$ cat src/rtl/async_rd_seq.sv
module async_rd_seq #(
  parameter int AW  = 20,
  parameter int NCS = 4
) (
  input  logic              clk,
  input  logic              rst_n,
  input  logic              req_valid,
  output logic              req_ready,
  input  logic [AW-1:0]     req_addr,
  input  logic [1:0]        req_cs,
  input  logic [1:0]        req_width,
  input  logic [16*NCS-1:0] cfg_rd,
  output logic [NCS-1:0]    mem_cs_n,
  output logic              mem_oe_n,
  output logic [AW-1:0]     mem_addr,
  output logic [1:0]        mem_sub,
  input  logic [31:0]       mem_data,
  input  logic              mem_wait,
  output logic              rd_valid,
  output logic [31:0]       rd_data
);
  typedef enum logic [2:0] {IDLE, SETUP, STROBE, HOLD, TURN} st_t;

  st_t          st;
  logic [5:0]   cnt;
  logic [3:0]   t_su;
  logic [5:0]   t_st;
  logic [2:0]   t_ho;
  logic [1:0]   t_ta;
  logic         pol;
  logic [1:0]   cs_q;
  logic [AW-1:0] addr_q;
  logic [1:0]   wid_q;
  logic [1:0]   beat;
  logic [31:0]  acc;
  logic         w1, w2;

  wire [15:0] cfg_sel = cfg_rd[req_cs*16 +: 16];
  wire        wact    = pol ? w2 : ~w2;
  wire        busy    = (st == SETUP) || (st == STROBE) || (st == HOLD);
  wire        last    = wid_q[1] || (wid_q == 2'd1 && beat == 2'd1) || (beat == 2'd3);
  wire        accept  = req_valid && (st == IDLE || (st == TURN && cnt == 6'd0));

  assign req_ready = accept;
  assign mem_oe_n  = (st != STROBE);
  assign mem_cs_n  = busy ? ~(NCS'(1) << cs_q) : '1;
  assign mem_addr  = busy ? addr_q : '0;
  assign mem_sub   = wid_q[1] ? 2'd0 : (wid_q == 2'd1) ? {beat[0], 1'b0} : beat;

  always_ff @(posedge clk or negedge rst_n) begin
    if (!rst_n) begin
      w1 <= 1'b0;
      w2 <= 1'b0;
    end else begin
      w1 <= mem_wait;
      w2 <= w1;
    end
  end

  always_ff @(posedge clk or negedge rst_n) begin
    if (!rst_n) begin
      st       <= IDLE;
      cnt      <= '0;
      t_su     <= '0;
      t_st     <= '0;
      t_ho     <= '0;
      t_ta     <= '0;
      pol      <= 1'b1;
      cs_q     <= '0;
      addr_q   <= '0;
      wid_q    <= '0;
      beat     <= '0;
      acc      <= '0;
      rd_valid <= 1'b0;
      rd_data  <= '0;
    end else begin
      rd_valid <= 1'b0;
      if (accept) begin
        st     <= SETUP;
        cnt    <= {2'b0, cfg_sel[3:0]};
        t_su   <= cfg_sel[3:0];
        t_st   <= cfg_sel[9:4];
        t_ho   <= cfg_sel[12:10];
        t_ta   <= cfg_sel[14:13];
        pol    <= cfg_sel[15];
        cs_q   <= req_cs;
        addr_q <= req_addr;
        wid_q  <= req_width;
        beat   <= '0;
        acc    <= '0;
      end else begin
        case (st)
          SETUP:
            if (cnt == 6'd0) begin
              st  <= STROBE;
              cnt <= t_st;
            end else cnt <= cnt - 6'd1;
          STROBE:
            if (!wact) begin
              if (cnt == 6'd0) begin
                case (wid_q)
                  2'd0:    acc[beat*8 +: 8]     <= mem_data[7:0];
                  2'd1:    acc[beat[0]*16 +: 16] <= mem_data[15:0];
                  default: acc                  <= mem_data;
                endcase
                st  <= HOLD;
                cnt <= {3'b0, t_ho};
              end else cnt <= cnt - 6'd1;
            end
          HOLD:
            if (cnt == 6'd0) begin
              if (!last) begin
                st   <= SETUP;
                cnt  <= {2'b0, t_su};
                beat <= beat + 2'd1;
              end else begin
                rd_valid <= 1'b1;
                rd_data  <= acc;
                st       <= req_valid ? TURN : IDLE;
                cnt      <= {4'b0, t_ta};
              end
            end else cnt <= cnt - 6'd1;
          TURN:
            if (cnt == 6'd0) st <= IDLE;
            else cnt <= cnt - 6'd1;
          default: st <= IDLE;
        endcase
      end
    end
  end


  cs_onehot_chk: assert property (@(posedge clk) disable iff (!rst_n)
    $countones(~mem_cs_n) <= 1);


  oe_under_cs_chk: assert property (@(posedge clk) disable iff (!rst_n)
    !mem_oe_n |-> (mem_cs_n != '1));


  wait_stall_chk: assert property (@(posedge clk) disable iff (!rst_n)
    (st == STROBE && wact) |=> (st == STROBE && $stable(cnt)));


  beat_chain_chk: assert property (@(posedge clk) disable iff (!rst_n)
    (st == HOLD && cnt == 6'd0 && !last) |=> (st == SETUP && $stable(mem_cs_n)));


  turn_gap_chk: assert property (@(posedge clk) disable iff (!rst_n)
    (st == TURN) |-> (mem_cs_n == '1 && mem_oe_n));


  valid_pulse_chk: assert property (@(posedge clk) disable iff (!rst_n)
    rd_valid |=> !rd_valid);
endmodule

$ cat config.mk
export PLATFORM = sky130hd
export DESIGN_NAME = async_rd_seq
export DESIGN_NICKNAME = d
export VERILOG_FILES = /design/src/rtl/async_rd_seq.sv
export SDC_FILE = /design/constraint.sdc
export NUM_CORES = 1
export LEC_CHECK = 0
export BUFFER_PORTS_ARGS = -buffer_cell sky130_fd_sc_hd__buf_2
export CAP_MARGIN = 20
export CORE_MARGIN = 1.5
export CORE_UTILIZATION = 47
export DETAILED_ROUTE_END_ITERATION = 8
export MAX_ROUTING_LAYER = met4
export PLACE_DENSITY = 0.77
export SLEW_MARGIN = 30
export SYNTH_ARGS = -nofsm -noshare
export SYNTH_HDL_FRONTEND = slang
export SYNTH_SLANG_ARGS = --single-unit
$ cat constraint.sdc
create_clock -name clk -period 2.15 [get_ports clk]
set_input_delay 0.3225 -clock clk [delete_from_list [all_inputs] [get_ports clk]]
set_output_delay 0.3225 -clock clk [all_outputs]
set_load 0.005 [all_outputs]
==> results.md, run 1 <==
- Outcome: finished, violations left
- Failing checks: setup timing
- Drt first pass iters: 7
- Worst Hold Slack: 0.0219 ns
- Initial antenna violation count: 1
- Drt via density: 5.69
- Asr flop ratio synth: 100%
- Reg power frac: 31.4%
- Maximum clock rate: 442 MHz
- Arr. time, crit path: 2.54 ns
- Buf/Inv on CP: 1
- Worst-Margin Slew: 0.659 ns
- Vias: 5924
- Kind of critical path: flip-flop to flip-flop
- Worst-case clock buffer depth: 2
- Clock sinks: 118
- FF/Latch Area: 2960 sq um
- CTS root buf: clkbuf_16
- Drt wl/cell: 18.2 um
- Mapped Cells: 636
- Post-DP Area: 7410 sq um
- P_sw: 3.72 mW
- Cell chain of the critical path: inv_2, ha_2, or3b_4, nor3_4, nand2_2, o31a_4, o2bb2ai_2
- Pwr/cell area: 1220 nW/um^2
- Pins Over Slew Limit: 0
- Std cell rows: 41
- Largest net degree at the start of global routing: 47
- Final Cell Area: 8540 sq um
- Die Y: 116 um
- Clock share of power: 30.2%
- Post-DRT Antenna Nets: 0
- Sw frac: 35.5%
- Inserted Clock Buffers: 17
- Worst setup SP type: flip-flop
- DR DRC count: 0
- Initial core utilization: 47.9%
- Slowest CP cell: o31a_4
- Area taken by multi-input logic gates: 3180 sq um
- Setup violators final: 23
- GP Congestion: 0.947
- Worst hold path type: input pin to flip-flop
- Post-Place Setup Slack: -0.0358 ns
- Setup_tns: -1.53 ns
- First-pass GRT wire length: 28400 um
- Post-synthesis cell type count: 61
- Leak pwr: 4.37 nW
- Combinational power share: 38.4%
- Layout cells sized above 1: 39.1%
- Clock Skew: 0.00846 ns
- IR drop worst, VDD: 0.638 mV
- Vias in the first global route: 5783
- Max Fanout on Critical Path: 8
- Depth of the CTS H-tree: 4
- Setup ws final: -0.113 ns
- Total gr overflow: 0
- CP top delay family: simple AND/OR/NAND/NOR gates
- RSZ-0062 raised after global routing: yes
- Pint: 6.74 mW
- Die X: 116 um
- Core Box Area: 12600 sq um
- Filler Cell Count: 964
- Die area: 13500 sq um
- YS warnings: 0
- Layout area overhead: 41.9%
- Synthesized area: 6020 sq um
- Tcrit/Tclk final: 105%
- Relative slew slack: 56.0%
- Clk_lat worst skew: 0.42 ns
- MaxCap Viol Count: 0
- Total Routing Usage GR: 28.2%
- Post-synth EDFFs: 0
- Final cell utilization of the core: 68.0%
- Number of port buffers: 184
- Final Hold Fails: 0
- CTS clock-pin slew for the worst setup and hold paths: 0.06 ns
- Max stage delay on crit path: 0.45 ns
- Post-Syn Nets: 767
- Starting DRT DRC Count: 539
- Avg Cell Area, Syn: 9.47 sq um
- Seq cells post-synth: 118
- Top FF cell, synth: dfrtp_1
- Final min period: 2.26 ns
- Seq/Total Area, Yosys: 49.1%
- Routed WL: 19000 um
- Required time worst endpoint: 2.42 ns
- Dpl hpwl: 12900 um
- Setup crit end kind: flip-flop
- IO Pins: 185
- Layout Nets: 987
- CTS tree: yes
[logic make-up after synthesis]
| kind of cell | count (synthesis) | synth area share, % |
|---|---|---|
| compound gates | 123 | 15.7 |
| simple gates | 315 | 23.2 |
| xor+xnor | 5 | 0.727 |
| buf+inv | 51 | 3.72 |
| flops | 118 | 49.1 |
| fa+ha+maj | 7 | 1.45 |
| mux | 17 | 6.15 |
[final timing paths]
kind,startpoint,end,slack [ns],cells after the start
worst min register to register,w1,w2,0.35,0
max in group asynchronous,rst_n,pol,1.04,3
worst min-delay path,mem_wait,w1,0.02,1
worst max-delay path,cnt[0],acc[31],-0.11,7
worst max register to register,cnt[0],acc[31],-0.11,7
min in group asynchronous,rst_n,rd_data[30],0.42,2
[stage by stage]
step,power (mW),std cells
finish,10.5,1042
global route,11.0,1042
CTS,9.98,1029
detailed placement,6.76,995
floorplan,5.35,636
global placement,6.63,995
[repair_timing]
| item | CTS | global route |
|---|---|---|
| setup endpoints to repair | 54 | 95 |
| endpoints found under the hold margin | 33 | 0 |
| cloned | 0 | 5 |
| resized for setup | 7 | 49 |
| pin swaps | 2 | 7 |
| buffers inserted | 1 | 7 |
| hold buffers | 1 | 0 |
[power groups by stage]
stage          Sequential (mW)  Clock [mW]  Combinational, mW
2_1_floorplan             3.16           0               2.19
3_3_place_gp              3.26           0               3.36
3_5_place_dp              3.27           0               3.49
4_1_cts                   3.26        3.17               3.55
5_1_grt                   3.36        3.27               4.38
6_report                  3.29        3.16               4.01
[flip-flops by register name (all words and copies together), names as in the netlist, 3 cells and up]
name	flops
st	3
addr_q	20
acc	32
t_st	6
t_su	4
cnt	6
t_ho	3
rd_data	32
[layer usage]
metal	track usage (%)	routed length (um)	share of wire, %
met1	35.2	7730	41
met2	45.8	9320	49
met3	4.77	1360	7.2
met4	11.5	607	3.2
met5	-	0	0
[cells in the mapped netlist (all sizes together) (4+ instances only)]
master	n	share of area, %
nand2	227	14
dfrtp	117	49
clkbuf	25	1.6
and2	21	2.2
a22oi	18	2.2
o2bb2ai	18	2.6
mux4	16	6.0
nor2	16	1.0
buf	14	1.4
a21oi	13	1.1
a21o	12	1.5
inv	11	0.69
a222oi	8	1.3
nand3	8	0.66
o21ai	8	0.66
o22ai	8	0.83
a32oi	7	1.0
ha	7	1.5
a22o	6	0.87
nor2b	6	0.62
a211oi	5	0.62
nand2b	5	0.52
nor3	5	0.60
nand3b	4	0.50
nand4	4	0.42
[cells in the final DEF (no fill, tap or decap), types with 4 or more instances in the layout]
| cell type | instances |
|---|---|
| nand2b_1 | 5 |
| bufinv_16 | 5 |
| o22ai_4 | 5 |
| nor2_2 | 4 |
| a22o_1 | 6 |
| nand3_1 | 7 |
| nor2_1 | 11 |
| a211oi_1 | 5 |
| a21o_1 | 12 |
| a21oi_1 | 10 |
| nand3b_1 | 4 |
| and2_1 | 21 |
| a222oi_1 | 8 |
| buf_4 | 43 |
| o21ai_0 | 6 |
| o2bb2ai_1 | 8 |
| clkinv_4 | 4 |
| o2bb2ai_4 | 5 |
| mux4_2 | 16 |
| nand4_1 | 4 |
| clkbuf_16 | 20 |
| dfrtp_1 | 116 |
| a22oi_1 | 18 |
| nand2_1 | 224 |
| buf_6 | 4 |
| nor2b_1 | 6 |
| o2bb2ai_2 | 5 |
| inv_1 | 9 |
| a32oi_1 | 7 |
| buf_2 | 182 |
| buf_12 | 6 |
| ha_1 | 6 |
[layout make-up]
class                   instances  share of cell area (%)
diodes                          1                  0.0293
clock buffers                  18                    5.14
clock inverters                14                    2.61
inverters                      12                   0.556
multi-input cells             468                    37.2
flip-flops and latches        118                    34.6
well taps                     172                    2.52
repair buffers                239                    17.4
[worst reg2reg max path: cells and delay by family, from the launching register on]
| family | cells | cell delay, ns |
|---|---|---|
| compound gates | 2 | 0.60 |
| buf+inv | 1 | 0.07 |
| flops | 1 | 0.40 |
| simple gates | 3 | 0.88 |
| fa+ha+maj | 1 | 0.17 |
(Power assumes the default switching activity.)
==> run 2: changes to the inputs <==
- CELL_PAD_IN_SITES_DETAIL_PLACEMENT: unset -> 0
- CELL_PAD_IN_SITES_GLOBAL_PLACEMENT: unset -> 1
- CORE_UTILIZATION: 47 -> 35
- PLACE_DENSITY: 0.77 -> unset
- PLACE_DENSITY_LB_ADDON: unset -> 0.1
==> run 2 against run 1 <==
The flow still finishes with violations (setup timing); first-iteration DRC count decreased by 24%; worst hold slack worse by 0.0069 ns; wire length down 0.13%; count of clock-buffer cells in the layout is 3 higher; combinational power shrank 3%; power down 3.5%; via count is 3.4% lower; sequential power barely moved.
==> results.md, run 2 (synthesis gave the netlist of run 1 again) <==
- Dpl hpwl: 13800 um (+6.4%)
- CTS root buf: clkbuf_16
- Worst-Margin Slew: 0.642 ns (-0.0168 ns)
- Reg power frac: 32.3% (+0.9 points)
- Std cell rows: 47 (+15%)
- Required time worst endpoint: 1.83 ns (-0.59 ns)
- Tot Pwr: 10.1 mW (-3.5%)
- Arr. time, crit path: 1.89 ns (-0.65 ns)
- P_sw: 3.54 mW (-4.8%)
- Clk_lat worst skew: 0.41 ns (about the same)
- Clock share of power: 29.2% (-1.0 points)
- Worst Hold Slack: 0.0150 ns (-0.00691 ns)
- Tcrit/Tclk final: 103% (-2.5 points)
- Initial core utilization: 36.1% (-12 points)
- Maximum clock rate: 453 MHz (+2.4%)
- Depth of the CTS H-tree: 4 (unchanged)
- Pint: 6.55 mW (-2.8%)
- Worst hold path type: input pin to flip-flop
- Crit path from: cnt[0]
- Starting DRT DRC Count: 411 (-24%)
- Clock sinks: 118 (unchanged)
- CTS clock-pin slew for the worst setup and hold paths: 0.06 ns (about the same)
- Commonest non-fill, non-tap cell in the layout: nand2_1
- Crit Reg-Reg Startpoint: cnt[0]
- Drt first pass iters: 5 (-2)
- Vias: 5723 (-3.4%)
- Final min period: 2.21 ns (-0.0532 ns)
- Final Hold Fails: 0 (unchanged)
- Pins Over Slew Limit: 0 (unchanged)
- Total gr overflow: 0 (unchanged)
- RSZ-0062 raised after global routing: yes
- Number of port buffers: 184 (unchanged)
- Antenna diodes: 0 (-1)
- Setup ws final: -0.0595 ns (+0.0532 ns)
- Clock Skew: 0.00813 ns (-0.000329 ns)
- First-pass GRT wire length: 29600 um (+4.2%)
- Core Box Area: 16700 sq um (+33%)
- Worst-case clock buffer depth: 2 (unchanged)
- Worst setup SP type: flip-flop
- Leak pwr: 4.31 nW (-1.6%)
- MaxCap Viol Count: 0 (unchanged)
- Reg2reg setup slack: 0.02 ns (+0.13 ns)
- Post-route insts no fill: 1094 (+5.0%)
- Hold path depth: 1 (unchanged)
- Total Routing Usage GR: 21.8% (-6.4 points)
- Kind of critical path: flip-flop to primary output
- Die Y: 134 um (+15%)
- Initial antenna violation count: 0 (-1)
- Vias in the first global route: 5714 (-1.2%)
- Combinational power share: 38.6% (+0.2 points)
- Layout Nets: 992 (+0.51%)
- Commonest non-fill, non-tap cells in the layout: nand2_1 (225), buf_2 (182), dfrtp_1 (116), buf_4 (53), and2_1 (21)
- Setup crit end: req_ready
- Post-DP Area: 7510 sq um (+1.4%)
- Layout area overhead: 39.8%
- CTS tree: yes
- Drt wl/cell: 17.4 um (-4.9%)
- Relative slew slack: 57.1% (+1.1 points)
- Max Fanout on Critical Path: 5 (-3)
- Post-DRT Antenna Nets: 0 (unchanged)
- R2R Path End: acc[17]
- Drt via density: 5.23 (-8.0%)
- Setup crit end kind: primary output
- Placed insts: 1050 (+5.5%)
- Largest regs: acc: 32 flops, rd_data: 32 flops, addr_q: 20 flops
- Setup violators final: 1 (-96%)
- IR drop worst, VDD: 0.658 mV (+3.2%)
- GP Congestion: 0.861 (-9.1%)
- Die X: 134 um (+15%)
- Final Cell Area: 8420 sq um (-1.5%)
- Routed WL: 19000 um (-0.13%)
- Sw frac: 35.1% (-0.46 points)
- DR DRC count: 0 (unchanged)
- Die area: 18000 sq um (+33%)
- Largest net degree at the start of global routing: 94 (+100%)
- Outcome: finished, violations left
- Failing checks: setup timing
- Layout cells sized above 1: 37.8% (-1.4 points)
- Pwr/cell area: 1200 nW/um^2 (-2.0%)
- Inserted Clock Buffers: 17 (unchanged)
- IO Pins: 185 (unchanged)
- Setup_tns: -0.0595 ns (+1.47 ns)
- Cells on worst reg2reg path: 7 (unchanged)
==> run 2: cell types whose count changed in the layout (fill, tap and decap cells not counted), moves of 3 or more <==
cell       before  now
o2bb2ai_2       5    1
buf_6           4    1
o22ai_4         5    0
o22ai_2         2    7
o2bb2ai_4       5    0
o2bb2ai_1       8   17
buf_4          43   53
==> run 2: final cells by class <==
class	instances	area (sq um)
clock buffers	21	470
flip-flops and latches	118	2960
well taps	220	275
repair buffers	245	1510
inverters	12	48.8
fillers	1617	8280
clock inverters	11	146
multi-input cells	467	3020
==> run 2: routing by layer <==
layer	wire [um]	GRT usage, %	share of wire [%]	up-vias
li1	-	-	-	2688
met1	8030	27.4	42	2711
met2	8940	34.1	47	280
met3	1490	4.91	7.8	44
met4	535	8.66	2.8	0
met5	0	-	0	-
==> run 2: per-stage QoR <==
step / worst slack (ns) / util (%)
CTS: -0.144 / 48.9
global route: -0.131 / 50.4
finish: -0.0595 / 50.4
floorplan: 0.00221 / -
detailed placement: -0.0100 / 45.0
global placement: 0.00620 / 45.0
==> run 2: power groups by stage <==
stage | registers, mW | logic [mW] | clock network (mW)
2_1_floorplan | 3.16 | 2.19 | 0
3_3_place_gp | 3.27 | 3.54 | 0
3_5_place_dp | 3.28 | 3.60 | 0
4_1_cts | 3.25 | 3.64 | 3.00
5_1_grt | 3.33 | 4.29 | 3.11
6_report | 3.26 | 3.89 | 2.94
==> run 2: how the worst min path moves through the flow <==
stage | startpoint | to | slack, ns
after floorplan | rst_n | acc[0] | 0.03
after global placement | w1 | w2 | 0.34
after detailed placement | w1 | w2 | 0.35
after CTS | mem_wait | w1 | 0.0003
after global routing | mem_wait | w1 | 0.002
final | mem_wait | w1 | 0.02
==> run 2: timing repair <==
| action | CTS | global route |
|---|---|---|
| cloned | 0 | 3 |
| endpoints found under the hold margin | 54 | 0 |
| pin swaps | 0 | 5 |
| endpoints found under the setup margin | 35 | 74 |
| resized for setup | 5 | 22 |
| hold buffers | 1 | 0 |
| setup buffers | 1 | 7 |
==> run 2: critical path, stage by stage, from the launching register on <==
cell        delay, ns
dfrtp_1          0.36
inv_2            0.06
ha_4             0.15
buf_4            0.14
nor3b_4          0.16
a31oi_4          0.17
clkinvlp_4       0.17
buf_12           0.16
buf_6            0.11
==> run 3: changes to the inputs <==
==> constraint.sdc (replaced) <==
create_clock -name clk -period 2.15 [get_ports clk]
set_input_delay 0 -clock clk [delete_from_list [all_inputs] [get_ports clk]]
set_output_delay 0 -clock clk [all_outputs]
set_load 0.005 [all_outputs]
==> run 3 against run 2 <==
The run now ends clean; critical path depth is the same; fmax rose by 3.3%; global-route usage up 0.98 points; count of clock-buffer cells in the layout is the same; sequential power is essentially flat; flip-flop and latch count unchanged; sequential share of layout area is 2.2 points lower; utilization up 3.4 points; power is 2.3% lower; clock power is 7.8% lower; final cell count rose by 5.7%.
==> results.md, run 3 (synthesis gave the netlist of run 1 again) <==
- Layout Nets: 1054 (+6.3%)
- Vias in the first global route: 6053 (+5.9%)
- Inserted Clock Buffers: 17 (unchanged)
- CP top delay family: simple AND/OR/NAND/NOR gates
- CTS clock-pin slew for the worst setup and hold paths: 0.06 ns (about the same)
- DR DRC count: 0 (unchanged)
- Clock Skew: 0.0134 ns (+0.00531 ns)
- Tcrit/Tclk final: 99.5% (-3.3 points)
- Worst setup SP type: flip-flop
- Cell chain of the critical path: inv_2, ha_4, or3b_4, or4_4, buf_6, nand2_4, o31ai_4, o2bb2ai_1
- Drt wl/cell: 16.7 um (-3.7%)
- Antenna diodes: 0 (unchanged)
- Pwr/cell area: 1100 nW/um^2 (-8.4%)
- First-pass GRT wire length: 30900 um (+4.3%)
- Arr. time, crit path: 2.43 ns (+0.54 ns)
- CTS tree: yes
- Drt via density: 5.12 (-2.2%)
- Max stage delay on crit path: 0.58 ns (+0.22 ns)
- Commonest non-fill, non-tap cells in the layout: nand2_1 (225), buf_2 (183), dfrtp_1 (116), dlygate4sd3_1 (69), buf_4 (45)
- Final Cell Area: 8980 sq um (+6.7%)
- Layout area overhead: 49.1%
- RSZ-0062 raised after global routing: yes
- Relative slew slack: 54.3% (-2.8 points)
- Required time worst endpoint: 2.44 ns (+0.61 ns)
- Core Box Area: 16700 sq um (unchanged)
- Outcome: finished clean
- Clock sinks: 118 (unchanged)
- Die Y: 134 um (unchanged)
- Setup crit end kind: flip-flop
- Final min period: 2.14 ns (-0.0713 ns)
- Starting DRT DRC Count: 337 (-18%)
- Dpl hpwl: 13500 um (-2.3%)
- Setup_tns: 0 ns (+0.0595 ns)
- Layout cells sized above 1: 34.2% (-3.6 points)
- Slowest CP cell: or4_4
- Clock share of power: 27.5% (-1.7 points)
- Met2 routed WL: 9300 um (+4.1%)
- Setup violators final: 0 (-1)
- IO Pins: 185 (unchanged)
- Worst hold path type: input pin to flip-flop
- Worst-Margin Slew: 0.684 ns (+0.0420 ns)
- Initial core utilization: 36.1% (unchanged)
- Post-DRT Antenna Nets: 0 (unchanged)
- Depth of the CTS H-tree: 4 (unchanged)
- Leak pwr: 4.54 nW (+5.5%)
- Largest net degree at the start of global routing: 119 (+27%)
- Max layer used: met4
- Clk_lat worst skew: 0.42 ns (about the same)
- Max Fanout on Critical Path: 7 (+2)
- Kind of critical path: flip-flop to flip-flop
- IR drop worst, VDD: 0.678 mV (+3.1%)
- Routed WL: 19300 um (+1.8%)
- Vias: 5915 (+3.4%)
- Total Routing Usage GR: 22.7% (+0.98 points)
- Drt first pass iters: 7 (+2)
- Worst-case clock buffer depth: 2 (unchanged)
- M1 wire length: 8320 um (+3.5%)
- Commonest non-fill, non-tap cell in the layout: nand2_1
- Post-DP Area: 7470 sq um (-0.63%)
- CTS root buf: clkbuf_16
- Number of port buffers: 184 (unchanged)
- Initial antenna violation count: 0 (unchanged)
- GP Congestion: 0.832 (-3.4%)
- Combinational power share: 39.6% (+1.0 points)
- Total gr overflow: 0 (unchanged)
- Buf/Inv on CP: 2 (-3)
- Pint: 6.36 mW (-3.0%)
- Die area: 18000 sq um (unchanged)
- Reg2reg setup slack: 0.01 ns (about the same)
- Maximum clock rate: 468 MHz (+3.3%)
- Reg power frac: 32.9% (+0.6 points)
- MaxCap Viol Count: 0 (unchanged)
- Largest regs: acc: 32 flops, rd_data: 32 flops, addr_q: 20 flops
- Sw frac: 35.5% (+0.43 points)
- Die X: 134 um (unchanged)
- Final Hold Fails: 0 (unchanged)
- P_sw: 3.50 mW (-1.1%)
- Std cell rows: 47 (unchanged)
- DR WL met3: 1240 um (-16%)
- Pins Over Slew Limit: 0 (unchanged)
run 3: final cells by class:
cell class / count / area (sq um)
clock buffer: 21 / 470
clock inverter: 11 / 98.8
fill: 1585 / 7720
inverter: 12 / 47.5
multi-input combinational: 467 / 2980
sequential: 118 / 2960
tap: 220 / 275
timing repair buffer: 307 / 2160
run 3: stage by stage:
stage	cells	util [%]	power (mW)	hold WS, ns	worst slack [ns]
floorplan	636	-	5.35	-0.296	0.00115
global placement	1046	44.7	6.78	0.111	0.0336
detailed placement	1046	44.7	6.84	0.113	-0.0289
CTS	1152	53.0	9.79	0.00246	-0.0938
global route	1156	53.8	10.5	0.0148	-0.0530
finish	1156	53.8	9.86	0.00848	0.0118
run 3: worst paths after layout:
check	from	to	cells past startpoint
worst max-delay path	cnt[0]	acc[1]	8
worst max register to register	cnt[0]	acc[1]	8
worst min-delay path	mem_data[23]	acc[23]	4
max in group asynchronous	rst_n	beat[1]	3
min in group asynchronous	rst_n	rd_data[6]	3
worst min register to register	w1	w2	0
run 3: worst min-delay path, cell delays in order:
cell and delay [ns]:
buf_2 0.08, a22oi_1 0.08, o22ai_1 0.14, a21o_1 0.10
run 3: power by group through the flow:
stage	Sequential, mW	Combinational [mW]	Clock, mW
global route	3.33	4.31	2.87
CTS	3.24	3.78	2.77
floorplan	3.16	2.19	0
detailed placement	3.26	3.58	0
finish	3.25	3.91	2.71
global placement	3.25	3.54	0
run 3: repair_timing:
action,4_1_cts,5_1_grt
setup endpoints to repair,16,63
buffers inserted,2,4
cloned,3,0
resized for setup,5,21
hold endpoints to repair,176,0
hold buffers,69,0
pin swaps,1,5
run 3: per-layer routing:
metal  track usage, %  vias up
met2             36.3      257
li1                 -     2820
met5                -        -
met4             8.66        0
met1             27.9     2798
met3             5.71       40
